===== src/rtl/posdec_status_pkg.sv =====
package posdec_status_pkg;
  localparam int REG_W  = 16;
  localparam int BYTE_W = 8;

  typedef enum logic [1:0] {
    MODE_COUNT = 2'b00,
    MODE_QUAD  = 2'b01,
    MODE_HALL  = 2'b10,
    MODE_RSVD  = 2'b11
  } pd_mode_e;

  // bit positions that the read masking depends on
  localparam int B_QERR = 0, B_IDX = 1, B_MP = 2, B_WIN = 4, B_HERR = 5;
  localparam int B_STOP = 6, B_DIR = 7, B_FILT = 9;

  localparam logic [REG_W-1:0] IMPL_MASK   = 16'h33F7;
  localparam logic [REG_W-1:0] STICKY_MASK = 16'h0037;
  localparam logic [REG_W-1:0] BUFV_MASK   = 16'h3300;
  localparam logic [REG_W-1:0] FOLLOW_MASK = 16'h00C0;
  localparam logic [REG_W-1:0] RESET_WORD  = 16'h0040;

  function automatic logic [REG_W-1:0] lane_place(input logic hi, input logic [BYTE_W-1:0] d);
    return hi ? {d, {BYTE_W{1'b0}}} : {{BYTE_W{1'b0}}, d};
  endfunction

  function automatic logic [REG_W-1:0] read_view(input logic [REG_W-1:0] q, input logic [1:0] m);
    logic [REG_W-1:0] v;
    logic quad, hall;
    quad = (pd_mode_e'(m) == MODE_QUAD);
    hall = (pd_mode_e'(m) == MODE_HALL);
    v = q & IMPL_MASK;
    if (!quad) begin
      v[B_QERR] = 1'b0; v[B_IDX] = 1'b0; v[B_MP] = 1'b0;
    end
    if (!hall) begin
      v[B_WIN] = 1'b0; v[B_HERR] = 1'b0;
    end
    if (!(quad || hall)) begin
      v[B_STOP] = 1'b0; v[B_DIR] = 1'b0; v[B_FILT] = 1'b0;
    end
    return v;
  endfunction
endpackage


===== src/rtl/posdec_wsync.sv =====
module posdec_wsync #(
  parameter int DATA_W = 8,
  parameter int REG_W  = 16,
  parameter int STAGES = 2
) (
  input  logic              clk,
  input  logic              rst_n,
  input  logic              wr,
  input  logic              addr,
  input  logic [DATA_W-1:0] wdata,
  output logic              busy,
  output logic [REG_W-1:0]  clr_vec
);
  import posdec_status_pkg::*;
  localparam int CNT_W = $clog2(STAGES + 1);

  logic [CNT_W-1:0]  cnt;
  logic              pend_addr;
  logic [DATA_W-1:0] pend_data;
  logic              accept;
  logic              apply;

  assign busy   = (cnt != '0);
  assign accept = wr && !busy;
  assign apply  = (cnt == CNT_W'(1));

  always_ff @(posedge clk) begin
    if (!rst_n) begin
      cnt       <= '0;
      pend_addr <= 1'b0;
      pend_data <= '0;
    end else if (accept) begin
      cnt       <= CNT_W'(STAGES);
      pend_addr <= addr;
      pend_data <= wdata;
    end else if (busy) begin
      cnt <= cnt - CNT_W'(1);
    end
  end

  assign clr_vec = apply ? lane_place(pend_addr, pend_data) : '0;

  assert_busy_rise_R6: assert property (@(posedge clk) disable iff (!rst_n)
    accept |=> busy);
  assert_busy_end_R6: assert property (@(posedge clk) disable iff (!rst_n)
    apply |=> !busy);
  assert_busy_ignore_R7: assert property (@(posedge clk) disable iff (!rst_n)
    (wr && busy) |=> $stable(pend_data) && $stable(pend_addr));
endmodule


===== src/rtl/posdec_flag_bank.sv =====
module posdec_flag_bank #(
  parameter int                W      = 16,
  parameter logic [W-1:0]      IMPL   = '0,
  parameter logic [W-1:0]      STICKY = '0,
  parameter logic [W-1:0]      BUFV   = '0,
  parameter logic [W-1:0]      FOLLOW = '0,
  parameter logic [W-1:0]      RSTV   = '0
) (
  input  logic         clk,
  input  logic         rst_n,
  input  logic [W-1:0] set_vec,
  input  logic [W-1:0] clr_vec,
  input  logic         upd,
  output logic [W-1:0] q
);
  logic unused_spare;
  assign unused_spare = ^((set_vec | clr_vec) & ~IMPL);

  for (genvar i = 0; i < W; i++) begin : g_bit
    if (!IMPL[i]) begin : g_none
      assign q[i] = 1'b0;
    end else if (FOLLOW[i]) begin : g_follow
      always_ff @(posedge clk) begin
        if (!rst_n) q[i] <= RSTV[i];
        else        q[i] <= set_vec[i];
      end
    end else begin : g_flag
      logic drop;
      assign drop = clr_vec[i] || (BUFV[i] && upd);
      always_ff @(posedge clk) begin
        if (!rst_n) q[i] <= RSTV[i];
        else        q[i] <= set_vec[i] || (q[i] && !drop);
      end
      assert_set_wins_R8: assert property (@(posedge clk) disable iff (!rst_n)
        set_vec[i] |=> q[i]);
      if (BUFV[i]) begin : g_upd
        assert_upd_clear_R3: assert property (@(posedge clk) disable iff (!rst_n)
          (upd && !set_vec[i]) |=> !q[i]);
      end
      if (STICKY[i]) begin : g_hold
        assert_sticky_hold_R2: assert property (@(posedge clk) disable iff (!rst_n)
          (q[i] && !clr_vec[i]) |=> q[i]);
      end
    end
  end
endmodule


===== src/rtl/posdec_rd_view.sv =====
module posdec_rd_view #(
  parameter int REG_W  = 16,
  parameter int BYTE_W = 8
) (
  input  logic [REG_W-1:0]  q,
  input  logic [1:0]        mode,
  input  logic              addr,
  output logic [BYTE_W-1:0] rdata
);
  import posdec_status_pkg::*;
  logic [REG_W-1:0] view;
  assign view  = read_view(q, mode);
  assign rdata = addr ? view[REG_W-1:BYTE_W] : view[BYTE_W-1:0];
endmodule


===== src/rtl/posdec_status.sv =====
module posdec_status (
  input  logic       clk,
  input  logic       rst_n,
  input  logic       bus_addr,
  input  logic       bus_wr,
  input  logic [7:0] bus_wdata,
  output logic [7:0] bus_rdata,
  output logic       sync_busy,
  input  logic       ev_qerr,
  input  logic       ev_idxerr,
  input  logic       ev_mperr,
  input  logic       ev_winerr,
  input  logic       ev_herr,
  input  logic [1:0] ev_cc_wr,
  input  logic       ev_filt_wr,
  input  logic       ev_presc_wr,
  input  logic       ev_update,
  input  logic       dir_in,
  input  logic       stop_in,
  input  logic [1:0] mode
);
  import posdec_status_pkg::*;

  logic [REG_W-1:0] set_vec;
  logic [REG_W-1:0] clr_vec;
  logic [REG_W-1:0] flags;

  always_comb begin
    set_vec         = '0;
    set_vec[B_QERR] = ev_qerr;
    set_vec[B_IDX]  = ev_idxerr;
    set_vec[B_MP]   = ev_mperr;
    set_vec[B_WIN]  = ev_winerr;
    set_vec[B_HERR] = ev_herr;
    set_vec[B_STOP] = stop_in;
    set_vec[B_DIR]  = dir_in;
    set_vec[8]      = ev_presc_wr;
    set_vec[B_FILT] = ev_filt_wr;
    set_vec[13:12]  = ev_cc_wr;
  end

  posdec_wsync #(.DATA_W(BYTE_W), .REG_W(REG_W), .STAGES(2)) u_wsync (
    .clk(clk), .rst_n(rst_n), .wr(bus_wr), .addr(bus_addr), .wdata(bus_wdata),
    .busy(sync_busy), .clr_vec(clr_vec));

  posdec_flag_bank #(.W(REG_W), .IMPL(IMPL_MASK), .STICKY(STICKY_MASK),
    .BUFV(BUFV_MASK), .FOLLOW(FOLLOW_MASK), .RSTV(RESET_WORD)) u_bank (
    .clk(clk), .rst_n(rst_n), .set_vec(set_vec), .clr_vec(clr_vec),
    .upd(ev_update), .q(flags));

  posdec_rd_view #(.REG_W(REG_W), .BYTE_W(BYTE_W)) u_view (
    .q(flags), .mode(mode), .addr(bus_addr), .rdata(bus_rdata));

  assert_dir_follow_R5: assert property (@(posedge clk) disable iff (!rst_n)
    1'b1 |=> (flags[B_DIR] == $past(dir_in)) && (flags[B_STOP] == $past(stop_in)));
  assert_unimpl_zero_R10: assert property (@(posedge clk) disable iff (!rst_n)
    bus_addr ? (bus_rdata[2] == 1'b0 && bus_rdata[3] == 1'b0 && bus_rdata[7:6] == 2'b00)
             : (bus_rdata[3] == 1'b0));
  assert_mode_mask_R4: assert property (@(posedge clk) disable iff (!rst_n)
    (mode != 2'b01 && !bus_addr) |-> (bus_rdata[2:0] == 3'b000));
endmodule


===== config.mk =====
export PLATFORM = sky130hd
export DESIGN_NAME = posdec_status
export DESIGN_NICKNAME = d
export VERILOG_FILES = /design/src/rtl/posdec_status_pkg.sv /design/src/rtl/posdec_wsync.sv /design/src/rtl/posdec_flag_bank.sv /design/src/rtl/posdec_rd_view.sv /design/src/rtl/posdec_status.sv
export SDC_FILE = /design/constraint.sdc
export NUM_CORES = 1
export LEC_CHECK = 0
export ABC_AREA = 1
export CAP_MARGIN = 20
export CORE_MARGIN = 2
export CORE_UTILIZATION = 35
export DETAILED_ROUTE_END_ITERATION = 8
export SLEW_MARGIN = 20
export SYNTH_ARGS = -nofsm -noshare
export SYNTH_HDL_FRONTEND = slang
export SYNTH_HIERARCHICAL = 1
export SYNTH_SLANG_ARGS = --single-unit

===== constraint.sdc =====
create_clock -name clk -period 1.21 [get_ports clk]
set_input_delay 0.242 -clock clk [delete_from_list [all_inputs] [get_ports clk]]
set_output_delay 0.242 -clock clk [all_outputs]
set_load 0.01 [all_outputs]

=== Word-level counts from Yosys, hierarchy flattened ===
Cells that the tools add are included.

* Bits in registers: 22
* Input port bits: 26
* Output and inout port bits: 9
* Word-level logic and storage cells: 66

* Add/sub/neg operators: 1
* Equal/unequal tests: 3
* Muxes and demuxes: 9
* Bitwise gates (word level): 1
* Reduce and logical (&&, ||, !) cells: 37

{| class="wikitable"
|+ Operator list
! kind !! count
|-
| $mux W14 || 2
|-
| $logic_or A1 B1 Y1 || 14
|-
| $logic_and A1 B1 Y1 || 10
|-
| $logic_not A1 Y1 || 10
|-
| $mux W2 || 4
|-
| $mux W8 || 1
|-
| $eq A2 B1 Y1 const B || 2
|-
| $reduce_bool A2 Y1 || 2
|-
| $mux W3 || 1
|-
| $eq A2 B2 Y1 const B || 1
|-
| $reduce_or A2 Y1 || 1
|-
| $sub A2 B1 Y2 const B || 1
|-
| $mux W1 || 1
|-
| $not A1 Y1 || 1
|}

=== Longest topological paths before layout ===
* Word-level depth: 6
* Gate-level depth with buffers: 7
* Mapped depth without buffers: 7

=== Hierarchy ===
The synthesis kept the hierarchy.

{| class="wikitable"
|+ By module, submodules not included
! module !! instances !! cells each !! area each (µm²) !! sequential area each (µm²)
|-
| posdec_wsync || 1 || 96 || 596.8 || 220.2
|-
| posdec_flag_bank || 1 || 52 || 406.6 || 220.2
|-
| posdec_rd_view || 1 || 27 || 136.4 || 0.0
|-
| posdec_status || 1 || 1 || 3.8 || 0.0
|}

=== Least setup slack after synthesis ===
No wires, ideal clock.

* Path type: input-to-output
* Start: input port mode[0]
* End: output port bus_rdata[6]
* Arrival time: 0.817 ns
* Required time: 0.968 ns
* Path slack: 0.151 ns
* Stages: 5
* Buffers on the path: 0
* Path through: inv_1 > ha_1 > inv_1 > nand2_1 > nor2_1

* Cells in the longest elaborated chain, start to end: 4
* Elaborated cells on any way between the ends: 5
* Classes of those cells: eq/ne: 2; mux: 2; reduce/logical: 1

{| class="wikitable"
|+ RTL lines
! element !! RTL line !! RTL
|-
| start: declaration || posdec_status.sv:20 || <nowiki>input logic [1:0] mode</nowiki>
|-
| $eq A2 B1 Y1 or $eq A2 B2 Y1 (tied branches) || posdec_status_pkg.sv:29, posdec_status_pkg.sv:30 ||
|-
| $logic_or A1 B1 Y1 * || posdec_status_pkg.sv:38 || <nowiki>if (!(quad || hall)) begin</nowiki>
|-
| $mux W2 * || posdec_status_pkg.sv:38 ||
|-
| $mux W8 * || posdec_rd_view.sv:13 || <nowiki>assign rdata = addr ? view[REG_W-1:BYTE_W] : view[BYTE_W-1:0];</nowiki>
|-
| end: declaration || posdec_status.sv:7 || <nowiki>output logic [7:0] bus_rdata,</nowiki>
|}

Every way passes the cells marked *; elsewhere a longest branch is shown, timed or not.

=== Worst setup path in the final report ===
Ends and elaborated chain as after synthesis.

==> load_flow_metrics.sql <==
INSERT INTO impl_metrics (metric_group, metric, value, unit) VALUES
('power_and_ir_drop', 'vdd_ir_drop_max', '0.6159', 'mV'),
('floorplan', 'die-height', '55.75', 'um'),
('sta', 'final_period_minus_worst_setup_slack', '1.167', 'ns'),
('worst_setup_path', 'crit_path_max_fanout', '3', ''),
('power_and_ir_drop', 'power_switching', '0.0003507', 'W'),
('grt', 'gr-total-overflow', '0', ''),
('detailed_routing', 'first_pass_iters', '4', ''),
('worst_setup_path', 'crit-reg2reg-launch', 'u_wsync/cnt[0]$_SDFFE_PP0P_', ''),
('sta', 'fin_tns_setup', '0', 'ns'),
('floorplan', 'dieArea', '3108', 'sq um'),
('detailed_routing', 'detail_route.iter0.violations', '21', ''),
('worst_setup_path', 'crit_required', '0.97', 'ns'),
('clock_tree', 'cts_tree', 'yes', ''),
('worst_setup_path', 'critical_path.startpoint', 'mode[0]', ''),
('power_and_ir_drop', 'clkPwrFrac', '0.233', ''),
('grt', 'antenna_found_initial', '0', ''),
('sta', 'number_of_endpoints_with_negative_hold_slack_in_the_final_report', '0', ''),
('sta', 'timing.hold.ws', '0.4673', 'ns'),
('finish', 'fillerInstances', '233', ''),
('grt', 'grt_pass1_vias', '821', ''),
('detailed_routing', 'routed_length_per_instance', '9.415', 'um'),
('power_and_ir_drop', 'internal-power', '0.0009716', 'W'),
('grt', 'grt_usage', '0.1381', ''),
('clock_tree', 'clkLatencyLatePin', '0.29', 'ns'),
('clock_tree', 'cts_hold_buffers', '0', ''),
('finish', 'seq_area', '390.4', 'sq um'),
('finish', 'final_core_util', '0.5556', ''),
('sta', 'timing.final.max_slew_violations', '0', ''),
('finish', 'layout-drive-gt1-share', '0.2857', ''),
('sta', 'fmax', '0.8569', 'GHz'),
('floorplan', 'initial_core_util', '0.3749', ''),
('detailed_routing', 'remaining_drc_errors', '0', ''),
('clock_tree', 'clock_transition_time_at_the_flip_flop_clock_pins_of_the_worst_setup_and_hold_paths', '0.10', 'ns'),
('placement', 'dp_worst_setup_slack', '-0.8583', 'ns'),
('power_and_ir_drop', 'power.sequential.fraction', '0.530', ''),
('clock_tree', 'numCtsBuffers', '3', ''),
('floorplan', 'die_x', '55.75', 'um'),
('power_and_ir_drop', 'power.share.combinational', '0.238', ''),
('grt', 'grt_first_pass_wirelength', '3.429', 'mm'),
('hold_path', 'worst_hold_path_type', 'primary input to flip-flop', ''),
('power_and_ir_drop', 'leakage_component_of_the_power', '0.6692', 'nW'),
('floorplan', 'core_area', '2500', 'sq um'),
('finish', 'flow.area_growth_from_synthesis', '48.20', '%'),
('placement', 'dp_hpwl', '1.522', 'mm'),
('finish', 'multi_input_comb_area', '434.2', 'sq um'),
('sta', 'final.setup.worst_slack', '0.04305', 'ns'),
('placement', 'final_weighted_congestion_in_routability_driven_placement', '0.7984', ''),
('worst_setup_path', 'crit_path_end_kind', 'output pin', ''),
('grt', 'grt_start_max_net_pins', '14', ''),
('power_and_ir_drop', 'post-layout-total-power', '0.001322', 'W'),
('detailed_routing', 'ant_nets', '0', ''),
('worst_setup_path', 'worst_setup_path_type', 'primary input to output pin', ''),
('clock_tree', 'cts-htree-levels', '1', ''),
('worst_setup_path', 'arrival', '0.92', 'ns'),
('worst_setup_path', 'worst_setup_path_start_kind', 'primary input', ''),
('clock_tree', 'clock_sink_count', '19', ''),
('sta', 'setup_viol', '0', ''),
('detailed_routing', 'via_count', '905', ''),
('synthesis', 'synth_area_per_cell', '6.646', 'sq um'),
('clock_tree', 'cts.root.buffer_cell', 'sky130_fd_sc_hd__clkbuf_4', ''),
('synthesis', 'netlist_area', '937.1', 'sq um'),
('floorplan', 'core.rowCount', '18', ''),
('detailed_routing', 'wl', '1.996', 'mm'),
('detailed_routing', 'detail_route.vias_per_cell', '4.269', ''),
('placement', 'port_buffers', '30', ''),
('sta', 'layout_worst_path_cycle_share', '0.9644', ''),
('sta', 'worst_clock_skew', '0.01017', 'ns'),
('power_and_ir_drop', 'sw_frac_of_total', '0.2652', ''),
('hold_path', 'min-delay-start', 'dir_in', ''),
('synthesis', 'synthesis.yosys.warnings', '6', ''),
('sta', 'unrepaired_setup_endpoints_after_global_routing', 'true', ''),
('synthesis', 'syn-num-nets', '169', ''),
('finish', 'antenna_cells', '0', ''),
('floorplan', 'io_pins', '35', ''),
('outcome', 'run_status', 'finished, final reports clean', ''),
('synthesis', 'postSynthCellCount', '141', ''),
('finish', 'layout.nets', '211', ''),
('power_and_ir_drop', 'power-per-cell-area', '952.1', 'nW/um^2'),
('clock_tree', 'clock_path_buffers', '2', ''),
('job', 'maxCapViolCount', '0', '');
area by class of cell:
class	count	share of cell area
clock buffers	3	0.01622
clock inverters	1	0.003604
inverters	29	0.08198
multi-input cells	86	0.3126
flip-flops and latches	19	0.2811
well taps	30	0.02703
repair buffers	44	0.2775
sequential cells by signal, summed over array words and instances (netlist names):
| name | count |
|---|---|
| u_bank/q | 11 |
| u_wsync/pend_addr | 1 |
| u_wsync/cnt | 2 |
| u_wsync/pend_data | 5 |
through the flow:
step,std cells,cell area (sq um)
after floorplan,141,937.1
after global routing,212,1389
after detailed placement,205,1310
after global placement,205,1310
after CTS,211,1339
final,212,1389
worst paths after layout:
kind	slack [ns]	to	cells after the start
max	0.04	bus_rdata[6]	7
min reg2reg	0.47	u_bank/q[13]$_SDFF_PN0_	2
max reg2reg	0.10	u_bank/q[4]$_SDFF_PN0_	8
min	0.47	u_bank/q[7]$_SDFF_PN0_	3
worst max-delay path, cell delays in order:
cell	delay, ns
sky130_fd_sc_hd__buf_2	0.11
sky130_fd_sc_hd__inv_2	0.06
sky130_fd_sc_hd__ha_4	0.20
sky130_fd_sc_hd__inv_4	0.05
sky130_fd_sc_hd__nand2_1	0.04
sky130_fd_sc_hd__nor2_1	0.09
sky130_fd_sc_hd__buf_2	0.13
power groups by stage:
stage / Clock (W) / Combinational, W / Sequential [W]
final: 0.000308 / 0.000314 / 0.000701
after floorplan: 0 / 0.000156 / 0.000705
after global routing: 0.000369 / 0.000349 / 0.000708
after detailed placement: 0 / 0.000295 / 0.000710
after CTS: 0.000331 / 0.000294 / 0.000697
after global placement: 0 / 0.000292 / 0.000709
layout by cell type, fill, tap and decap left out, types with 8 or more instances in the layout:
cell type,count
sky130_fd_sc_hd__inv_1,23
sky130_fd_sc_hd__nand2_1,20
sky130_fd_sc_hd__nand3_1,12
sky130_fd_sc_hd__a21oi_1,14
sky130_fd_sc_hd__clkdlybuf4s50_1,19
sky130_fd_sc_hd__buf_2,9
sky130_fd_sc_hd__dfxtp_2,8
sky130_fd_sc_hd__buf_4,10
sky130_fd_sc_hd__dfxtp_1,11
sky130_fd_sc_hd__nor2_1,27
layer usage:
layer,vias to the layer above,global-route usage,routed length [um]
li1,498,-,-
met1,383,0.1724,962
met2,22,0.2245,909
met3,2,0.03256,114
met4,0,0.06272,9
met5,-,0,0
timing repair:
item | 4_1_cts | 5_1_grt
gates cloned | 0 | 0
gates resized for setup | 51 | 17
endpoints found under the setup margin | 8 | 11
pin swaps | 2 | 4
buffers inserted | 2 | 1
No activity file was read; power rests on OpenSTA's default activity.
